===== src/rtl/sevseg_pkg.sv =====
// Package: sevseg_pkg
// Shared widths and constants for the seven-segment decoder.
// Assumes segment bit 0 is segment a and bit 6 is segment g.
package sevseg_pkg;
    localparam int unsigned CODE_W  = 4;
    localparam int unsigned SEG_W   = 7;
    localparam int unsigned N_CODES = 1 << CODE_W;

    typedef logic [CODE_W-1:0] code_t;
    typedef logic [SEG_W-1:0]  seg_t;

    localparam seg_t SEG_DARK = '0;
    localparam seg_t SEG_LIT  = '1;
endpackage


===== src/rtl/seg_font.sv =====
// Module: seg_font
// Maps a code to its raw segment pattern, with no control inputs applied.
// Assumes a 4-bit code. Codes above 9 give fixed symbols, and 15 gives a dark digit.
module seg_font
    import sevseg_pkg::*;
(
    input  code_t code,
    output seg_t  pattern
);
    // Look up the glyph for each code.
    always_comb begin
        unique case (code)
            4'd0:    pattern = 7'h3F;
            4'd1:    pattern = 7'h06;
            4'd2:    pattern = 7'h5B;
            4'd3:    pattern = 7'h4F;
            4'd4:    pattern = 7'h66;
            4'd5:    pattern = 7'h6D;
            4'd6:    pattern = 7'h7D;
            4'd7:    pattern = 7'h07;
            4'd8:    pattern = 7'h7F;
            4'd9:    pattern = 7'h6F;
            4'd10:   pattern = 7'h58;
            4'd11:   pattern = 7'h4C;
            4'd12:   pattern = 7'h62;
            4'd13:   pattern = 7'h69;
            4'd14:   pattern = 7'h78;
            default: pattern = SEG_DARK;
        endcase
    end
endmodule


===== src/rtl/zero_detect.sv =====
// Module: zero_detect
// Flags an all-zero code for the ripple-blank logic.
// Assumes a code width taken from the package.
module zero_detect
    import sevseg_pkg::*;
(
    input  code_t code,
    output logic  is_zero
);
    // Reduce the code to a single zero flag.
    always_comb is_zero = ~|code;
endmodule


===== src/rtl/blank_ctrl.sv =====
// Module: blank_ctrl
// Applies the control priority: forced blank first, then lamp test, then zero ripple blank.
// Assumes active-low controls and a raw pattern from seg_font.
module blank_ctrl
    import sevseg_pkg::*;
(
    input  seg_t pattern,
    input  logic is_zero,
    input  logic blank_n,
    input  logic rbi_n,
    input  logic lamp_n,
    output seg_t segs,
    output logic rbo_n
);
    logic zero_sup;

    // Zero suppression holds only for a zero code with ripple blank active and no lamp test.
    always_comb zero_sup = is_zero & ~rbi_n & lamp_n;

    // Choose the segment drive in priority order.
    always_comb begin
        if (!blank_n)     segs = SEG_DARK;
        else if (!lamp_n) segs = SEG_LIT;
        else if (zero_sup) segs = SEG_DARK;
        else              segs = pattern;
    end

    // Pull the ripple-blank output low only while a zero is being suppressed.
    always_comb rbo_n = ~zero_sup;
endmodule


===== src/rtl/bcd_seg_decoder.sv =====
// Module: bcd_seg_decoder
// Top level of the seven-segment decoder with blanking and lamp test.
// Assumes the shared blanking pin is split into blank_n (input) and rbo_n (output);
// node_level reports the wired-AND of the two.
module bcd_seg_decoder
    import sevseg_pkg::*;
(
    input  logic [CODE_W-1:0] code,
    input  logic              blank_n,
    input  logic              rbi_n,
    input  logic              lamp_n,
    output logic [SEG_W-1:0]  segs,
    output logic              rbo_n,
    output logic              node_level
);
    seg_t raw_pat;
    logic zero_flag;

    seg_font u_font (
        .code    (code),
        .pattern (raw_pat)
    );

    zero_detect u_zero (
        .code    (code),
        .is_zero (zero_flag)
    );

    blank_ctrl u_ctrl (
        .pattern (raw_pat),
        .is_zero (zero_flag),
        .blank_n (blank_n),
        .rbi_n   (rbi_n),
        .lamp_n  (lamp_n),
        .segs    (segs),
        .rbo_n   (rbo_n)
    );

    // Model the shared open-collector node as a wired-AND.
    always_comb node_level = blank_n & rbo_n;
endmodule


===== config.mk =====
export PLATFORM = sky130hd
export DESIGN_NAME = bcd_seg_decoder
export DESIGN_NICKNAME = d
export VERILOG_FILES = /design/src/rtl/sevseg_pkg.sv /design/src/rtl/seg_font.sv /design/src/rtl/zero_detect.sv /design/src/rtl/blank_ctrl.sv /design/src/rtl/bcd_seg_decoder.sv
export SDC_FILE = /design/constraint.sdc
export NUM_CORES = 1
export LEC_CHECK = 0
export ABC_AREA = 1
export CAP_MARGIN = 20
export CORE_UTILIZATION = 25
export DETAILED_ROUTE_END_ITERATION = 7
export PLACE_DENSITY = 0.49
export SLEW_MARGIN = 20
export SYNTH_ARGS = -nofsm -noshare
export SYNTH_HDL_FRONTEND = slang
export SYNTH_HIERARCHICAL = 1
export SYNTH_SLANG_ARGS = --single-unit

===== constraint.sdc =====
create_clock -name vclk -period 1.3
set_clock_uncertainty 0.2 [all_clocks]
set_input_delay 0.195 -clock vclk [all_inputs]
set_output_delay 0.195 -clock vclk [all_outputs]
set_load 0.05 [all_outputs]

==> results.toml, run 1 <==
[timing]
rsz0062_at_grt = "true"
fin_crit_ns = 1.65
drv_slew = 0
timing.slew.headroom_pct = 83.1
finalHoldViolCount = 0
finalSetupTns_ns = -2.89
setup_violations = 9
fin_crit_sh_pct = 127
worst_slack_ns = -0.350
worst_pin_slew_ns = 0.253
fmax_ghz = 0.606

[power]
switching_share_pct = 54.4
p_switching_mw = 0.178
clkPwrFrac_pct = 0
comb_power_share_pct = 100.0
p_int_mw = 0.149
powerDensity_nw_per_um2 = 385
peakVddDrop_mv = 0.288
total_power_mw = 0.328
p_leak_nw = 0.489
pwr-share-seq_pct = 0

[cells_and_area]
layout_commonest_cell = "nand2_1"
fill_cells = 170
clock_buffers = 0
fin_nets = 124
sequential_cell_total = 0
drive_above_1_share_pct = 45.0
area_growth_pct = 93.7
final_cell_mix = "nand2_1 (33), inv_1 (15), buf_12 (8), inv_2 (6)"
seq_area_um2 = 0
antenna-diode-count = 0

[routing]
drtPass1Iterations = 4
drt-total-wl_um = 969
wl_per_cell_um = 7.75
viasPerCell = 4.27
drc = 0
first_iter_violations = 11
ant_nets = 0
num_vias = 534

[setup_path]
cp-start-kind = "input pin"
cp.required_ns = 0.90
cp.arrival_ns = 1.25
worstPathMaxFanout = 5
endpoint_kind = "output pin"
cp_cell_sequence = "buf_8 -> buf_6 -> buf_6 -> inv_2 -> nand2_2 -> nor2_4 -> nand2_4 -> nor2_8 -> buf_12 -> nor2_2 -> buf_12"
worstSetupPathType = "input pin to output pin"
max_stage_delay_ns = 0.15
critPathSlowestCell = "nor2_8"

[outcome]
violations = "setup timing"
status = "complete, but fails checks"

[place]
portBuffers = 16
dp_hpwl_um = 819
place_congestion = 0.703
dpl_worst_slack_ns = -0.832

[global_routing]
gr-usage-all-layers_pct = 10.8
antenna_found_initial = 0
grt_pass1_wl_mm = 1.70
grt_max_degree = 9
grt_overflow = 0
grt_pass1_vias = 457

[logic_synthesis]
yosysTopAreaCell = "nand2_1"
ys.warnings.count = 6
syn_inst = 85
syn-mean-instance-area_um2 = 5.17
synth.top_cell.area_share_pct = 30.8
synthDistinctLibCells = 13
synthTopCellsByArea = "nand2_1 (31%), inv_1 (20%), ha_1 (17%), buf_6 (5.1%), nand2_4 (5.1%)"
ys_seq_area_share_pct = 0
synthesis.area_um2 = 439
syn_nets = 98

[floorplanning]
ioPinCount = 16
die_w_um = 43.9
dieHeight_um = 43.9
num_rows = 14
core_um2 = 1580
dieArea_um2 = 1930
initial_core_util_pct = 27.9

[hold_path]
hp-start = "rbi_n"
hold_depth = 4
hold_class = "input pin to output pin"
hold-path-endpoint = "rbo_n"

[run]
cap_violations = 0
==> routing by layer <==
metal	share of wire (%)	GRT usage, %
met5	0	0
met4	0	0
met3	0.83	0
met2	50	19.4
met1	49	15.6
==> Yosys cell counts (all sizes together) <==
| master | count |
|---|---|
| a22oi | 1 |
| buf | 2 |
| ha | 6 |
| inv | 23 |
| nand2 | 39 |
| nand3 | 2 |
| nor2 | 10 |
| o211ai | 1 |
| o21ai | 1 |
==> final cells by class <==
type | count | area [um2] | share of cell area, %
Timing Repair Buffer | 26 | 342 | 40.1
Inverter | 23 | 91.3 | 10.7
Multi-Input combinational cell | 60 | 398 | 46.8
Tap cell | 16 | 20.0 | 2.35
==> cells by family after synthesis <==
group                    synth area share, %
AND/OR/NAND/NOR                         53.6
buffers and inverters                   24.8
adder cells (fa/ha/maj)                 17.1
AO/OA/AOI/OAI                           4.56
==> repair_timing <==
action                                  CTS  global route
pin swaps                                10             9
gates resized for setup                  44             9
setup buffers                             2             0
hold buffers                              0             0
endpoints found under the setup margin    9             9
==> critical path: cells and delay by family <==
family,cells,cell delay [ns]
AND/OR/NAND/NOR,5,0.41
buffers and inverters,6,0.65
==> how the worst max path moves through the flow <==
stage,start,cells past startpoint,end
global route,code[0],13,segs[0]
floorplan,code[0],8,node_level
finish,code[1],11,segs[0]
CTS,code[1],13,segs[5]
global placement,code[0],11,segs[1]
detailed placement,code[0],11,segs[1]
==> power groups by stage <==
stage	Combinational [mW]	Sequential, mW	Clock [mW]
2_1_floorplan	0.167	0	0
3_3_place_gp	0.302	0	0
3_5_place_dp	0.304	0	0
4_1_cts	0.325	0	0
5_1_grt	0.355	0	0
6_report	0.328	0	0
==> metrics by stage <==
step / cell area (um2) / hold slack, ns / std cells / utilization, %
5_1_grt: 851 / 0.751 / 125 / 54.0
6_report: 851 / 0.728 / 125 / 54.0
3_3_place_gp: 749 / 1.06 / 123 / 47.5
4_1_cts: 821 / 0.751 / 125 / 52.1
2_1_floorplan: 454 / 0.356 / 85 / -
3_5_place_dp: 749 / 1.06 / 123 / 47.5
Power figures use the tool's default switching activity.
==> inputs of run 2 (changes only) <==
CORE_MARGIN = 1.5   (was default)
==> run 2 against run 1 <==
  * The run still ends with setup timing left
  * Die area increased by 4.6%
  * Cell area decreased by 3.8%
  * Sequential share of layout area unchanged
  * Global-route usage decreased by 0.31 points
  * Largest power group unchanged
==> results.toml, run 2 (synthesized netlist as in run 1, its figures left out) <==
[hold_path]
hold_class = "input pin to output pin"

[cells_and_area]
fin_nets = 123
seq_area_um2 = 0
instances_no_fill = 124
layout_commonest_cell = "nand2_1"
finalInstanceArea_um2 = 818
sequential_cell_total = 0
antenna-diode-count = 0
fill_cells = 173
utilization_pct = 51.9
final_cell_mix = "nand2_1 (34), inv_1 (17), buf_12 (8), buf_4 (6), nor2_2 (5)"
area_growth_pct = 86.3
drive_above_1_share_pct = 41.7
clock_buffers = 0

[global_routing]
grt_max_degree = 9
gr-usage-all-layers_pct = 10.5
grt_pass1_vias = 432
antenna_found_initial = 0
grt_overflow = 0
grt_pass1_wl_mm = 1.68

[routing]
drc = 0
drtPass1Iterations = 4
num_vias = 516
ant_nets = 0
viasPerCell = 4.16
first_iter_violations = 14
drt-total-wl_um = 947
wl_per_cell_um = 7.64

[timing]
worst_pin_slew_ns = 0.257
finalSetupTns_ns = -2.57
timing.slew.headroom_pct = 82.9
setup_violations = 9
holdWs_ns = 0.744
worst_slack_ns = -0.338
fin_crit_ns = 1.64
rsz0062_at_grt = "true"
drv_slew = 0
fin_crit_sh_pct = 126
fmax_ghz = 0.611
finalHoldViolCount = 0

[setup_path]
endpoint_kind = "output pin"
worstPathMaxFanout = 4
cp.required_ns = 0.90
worstSetupPathType = "input pin to output pin"
critPathSlowestCell = "ha_4"
max_stage_delay_ns = 0.16
cp.buffers_inverters = 5
critPathMostFrequentCell = "nand2_1"
cp_top_family = "buffers and inverters"
cp.arrival_ns = 1.24
cp-start-kind = "input pin"
cp_cell_sequence = "buf_8 -> buf_6 -> ha_4 -> inv_4 -> nand2_4 -> nand2_2 -> nand2_2 -> nand2_1 -> inv_1 -> nand2_1 -> nand2_1 -> nor2_2 -> buf_12"

[place]
dp_hpwl_um = 818
dpl_worst_slack_ns = -0.817
portBuffers = 16
placed_cell_area_um2 = 749
dp_cells = 123
place_congestion = 0.722

[power]
powerDensity_nw_per_um2 = 394
p_leak_nw = 0.479
total_power_mw = 0.323
peakVddDrop_mv = 0.296

[run]
cap_violations = 0

[floorplanning]
dieHeight_um = 44.9
initial_core_util_pct = 27.9
die_w_um = 44.9
num_rows = 14
core_um2 = 1580
ioPinCount = 16
dieArea_um2 = 2020

[outcome]
status = "complete, but fails checks"
violations = "setup timing"

[clock_tree]
cts_hold_buf = 0
[run 2: path summary, 6_finish.rpt]
check	start	to	slack, ns	depth (start not counted)
hold / removal	code[3]	segs[5]	0.74	8
setup / recovery	code[1]	segs[5]	-0.34	13
[run 2: metal layers]
| layer | up-vias | GRT usage [%] | share of wire (%) |
|---|---|---|---|
| met5 | - | 0 | 0 |
| met2 | 6 | 18.3 | 51 |
| met1 | 225 | 15.7 | 48 |
| li1 | 285 | - | - |
| met4 | 0 | 0 | 0 |
| met3 | 0 | 0 | 1.4 |
[run 2: worst min-delay path, stage by stage]
cell and delay (ns):
buf_2 0.12, nand2_1 0.06, nand2_1 0.05, inv_1 0.04
nand2_1 0.04, nand2_1 0.06, nor2_2 0.05, buf_12 0.14
[run 2: cell type report]
class	count	area [um2]	area share, %
inverters	23	91.3	11.2
multi-input cells	60	390	47.7
well taps	16	20.0	2.45
repair buffers	25	317	38.7
[run 2: timing repair]
| action | in CTS | in global routing |
|---|---|---|
| gates resized for setup | 40 | 7 |
| setup endpoints to repair | 9 | 9 |
| endpoints found under the hold margin | 0 | 0 |
| buffers inserted | 1 | 0 |
| pin swaps | 14 | 9 |
[run 2: where the power goes]
group	switching, mW	internal (mW)
logic	0.176	0.147
clock network	0	0
registers	0	0
==> inputs of run 3 (changes only) <==
CORE_AREA = 2 2 39 41   (was default)
CORE_MARGIN = default   (was 1.5)
CORE_UTILIZATION = default   (was 25)
DIE_AREA = 0 0 41 43   (was default)
PLACE_DENSITY = default   (was 0.49)
==> run 3 against run 2 <==
  * The flow still finishes with violations (setup timing)
  * Combinational power up 13%
  * Sequential share of layout area unchanged
  * Global-route usage up 5.6 points
  * Cell area up 15%
  * Sequential cell count unchanged
  * First-iteration DRC count unchanged
==> results.toml, run 3 (synthesized netlist as in run 1, its figures left out) <==
[outcome]
status = "complete, but fails checks"
violations = "setup timing"

[routing]
ant_nets = 0
drc = 0
num_vias = 554
viasPerCell = 4.33
drtPass1Iterations = 4
drt-total-wl_mm = 1.25
wl_per_cell_um = 9.74
first_iter_violations = 14

[setup_path]
worstSetupStartpoint = "code[0]"
cp.required_ns = 0.90
endpoint_kind = "output pin"
cp_top_family = "simple AND/OR/NAND/NOR gates"
cp.arrival_ns = 1.23
path_depth = 13
cp_cell_sequence = "buf_8 -> buf_6 -> ha_4 -> inv_2 -> nand2_2 -> nand2_1 -> nand2_1 -> nand2_1 -> inv_1 -> nand2_1 -> nand2_2 -> nor2_4 -> buf_12"
critPathMostFrequentCell = "nand2_1"
cp-start-kind = "input pin"
cp.buffers_inverters = 5
worstPathMaxFanout = 4
worstSetupPathType = "input pin to output pin"
critPathSlowestCell = "ha_4"
max_stage_delay_ns = 0.15

[global_routing]
grt_overflow = 0
grt_pass1_vias = 498
grt_util_met1_pct = 21.8
grt_max_degree = 9
gr-usage-all-layers_pct = 16.2
antenna_found_initial = 0
grt-busiest-layer = "met2"
met2_usage_pct = 29.1
met3_usage_pct = 0
grt_pass1_wl_mm = 2.09

[hold_path]
hold_class = "input pin to output pin"
hold_depth = 4
hp-start = "rbi_n"

[power]
p_switching_mw = 0.199
comb_power_share_pct = 100.0
clkPwrFrac_pct = 0
pwr-share-seq_pct = 0
peakVddDrop_mv = 0.311
total_power_mw = 0.366
p_leak_nw = 0.511
powerDensity_nw_per_um2 = 389
p_int_mw = 0.166
switching_share_pct = 54.6

[cells_and_area]
fill_cells = 110
finalInstanceArea_um2 = 941
multi_input_area_um2 = 450
drive_above_1_share_pct = 53.6
antenna-diode-count = 0
area_growth_pct = 114
fin_nets = 127
clock_buffers = 0
layout_commonest_cell = "nand2_1"
seq_area_um2 = 0
final_cell_mix = "nand2_1 (30), inv_1 (13), buf_4 (8), buf_12 (8)"
sequential_cell_total = 0

[timing]
worst_slack_ns = -0.328
fin_crit_sh_pct = 125
timing.slew.headroom_pct = 80.0
rsz0062_at_grt = "true"
drv_slew = 0
worst_pin_slew_ns = 0.300
finalSetupTns_ns = -2.35
fmax_ghz = 0.614
finalHoldViolCount = 0
fin_crit_ns = 1.63
setup_violations = 9

[place]
placed_cell_area_um2 = 764
portBuffers = 16
dp_hpwl_um = 853
place_congestion = 0.752

[floorplanning]
num_rows = 14
die_w_um = 41
initial_core_util_pct = 31.7
core_um2 = 1380
ioPinCount = 16
dieHeight_um = 43
dieArea_um2 = 1760

[run]
cap_violations = 0

[clock_tree]
cts_hold_buf = 0
## run 3: cell count changes in the layout (fill, tap and decap cells not counted), sizes merged
cell / previous run / this run
buf: 22 / 26
clkinv: 0 / 1
inv: 23 / 22
## run 3: per-layer routing
metal | part of all wire, % | vias up
met4 | 0 | 0
met5 | 0 | -
met2 | 55 | 8
met3 | 1.4 | 0
met1 | 44 | 247
li1 | - | 299
## run 3: cell type report
cell class	count	area share, %
timing repair buffer	29	38.7
tap	16	2.13
multi-input combinational	60	47.9
inverter	23	11.3
## run 3: tightest hold or removal path, stage by stage
cell and delay, ns:
dlygate4sd2_1 0.29, nor2_8 0.06, inv_4 0.05, buf_8 0.13
## run 3: power groups by stage
stage	clock network, mW	logic [mW]	registers (mW)
2_1_floorplan	0	0.167	0
6_report	0	0.366	0
3_5_place_dp	0	0.307	0
4_1_cts	0	0.360	0
5_1_grt	0	0.390	0
3_3_place_gp	0	0.305	0
## run 3: through the flow
step / instances / hold slack (ns) / utilization (%) / setup WS (ns)
after global placement: 125 / 1.06 / 55.2 / -0.823
final: 128 / 0.725 / 68.0 / -0.328
after detailed placement: 125 / 1.06 / 55.2 / -0.841
after CTS: 127 / 0.744 / 66.5 / -0.336
after floorplan: 85 / 0.356 / - / -0.342
after global routing: 128 / 0.749 / 68.0 / -0.389
## run 3: worst paths after layout
| kind | slack [ns] | endpoint |
|---|---|---|
| worst max-delay path | -0.33 | segs[0] |
| worst min-delay path | 0.73 | rbo_n |
## run 3: timing repair
item                                    4_1_cts  5_1_grt
endpoints found under the hold margin         0        0
cloned                                        1        0
resized for setup                            68        6
setup buffers                                 1        1
pin swaps                                    15        7
endpoints found under the setup margin        9        9
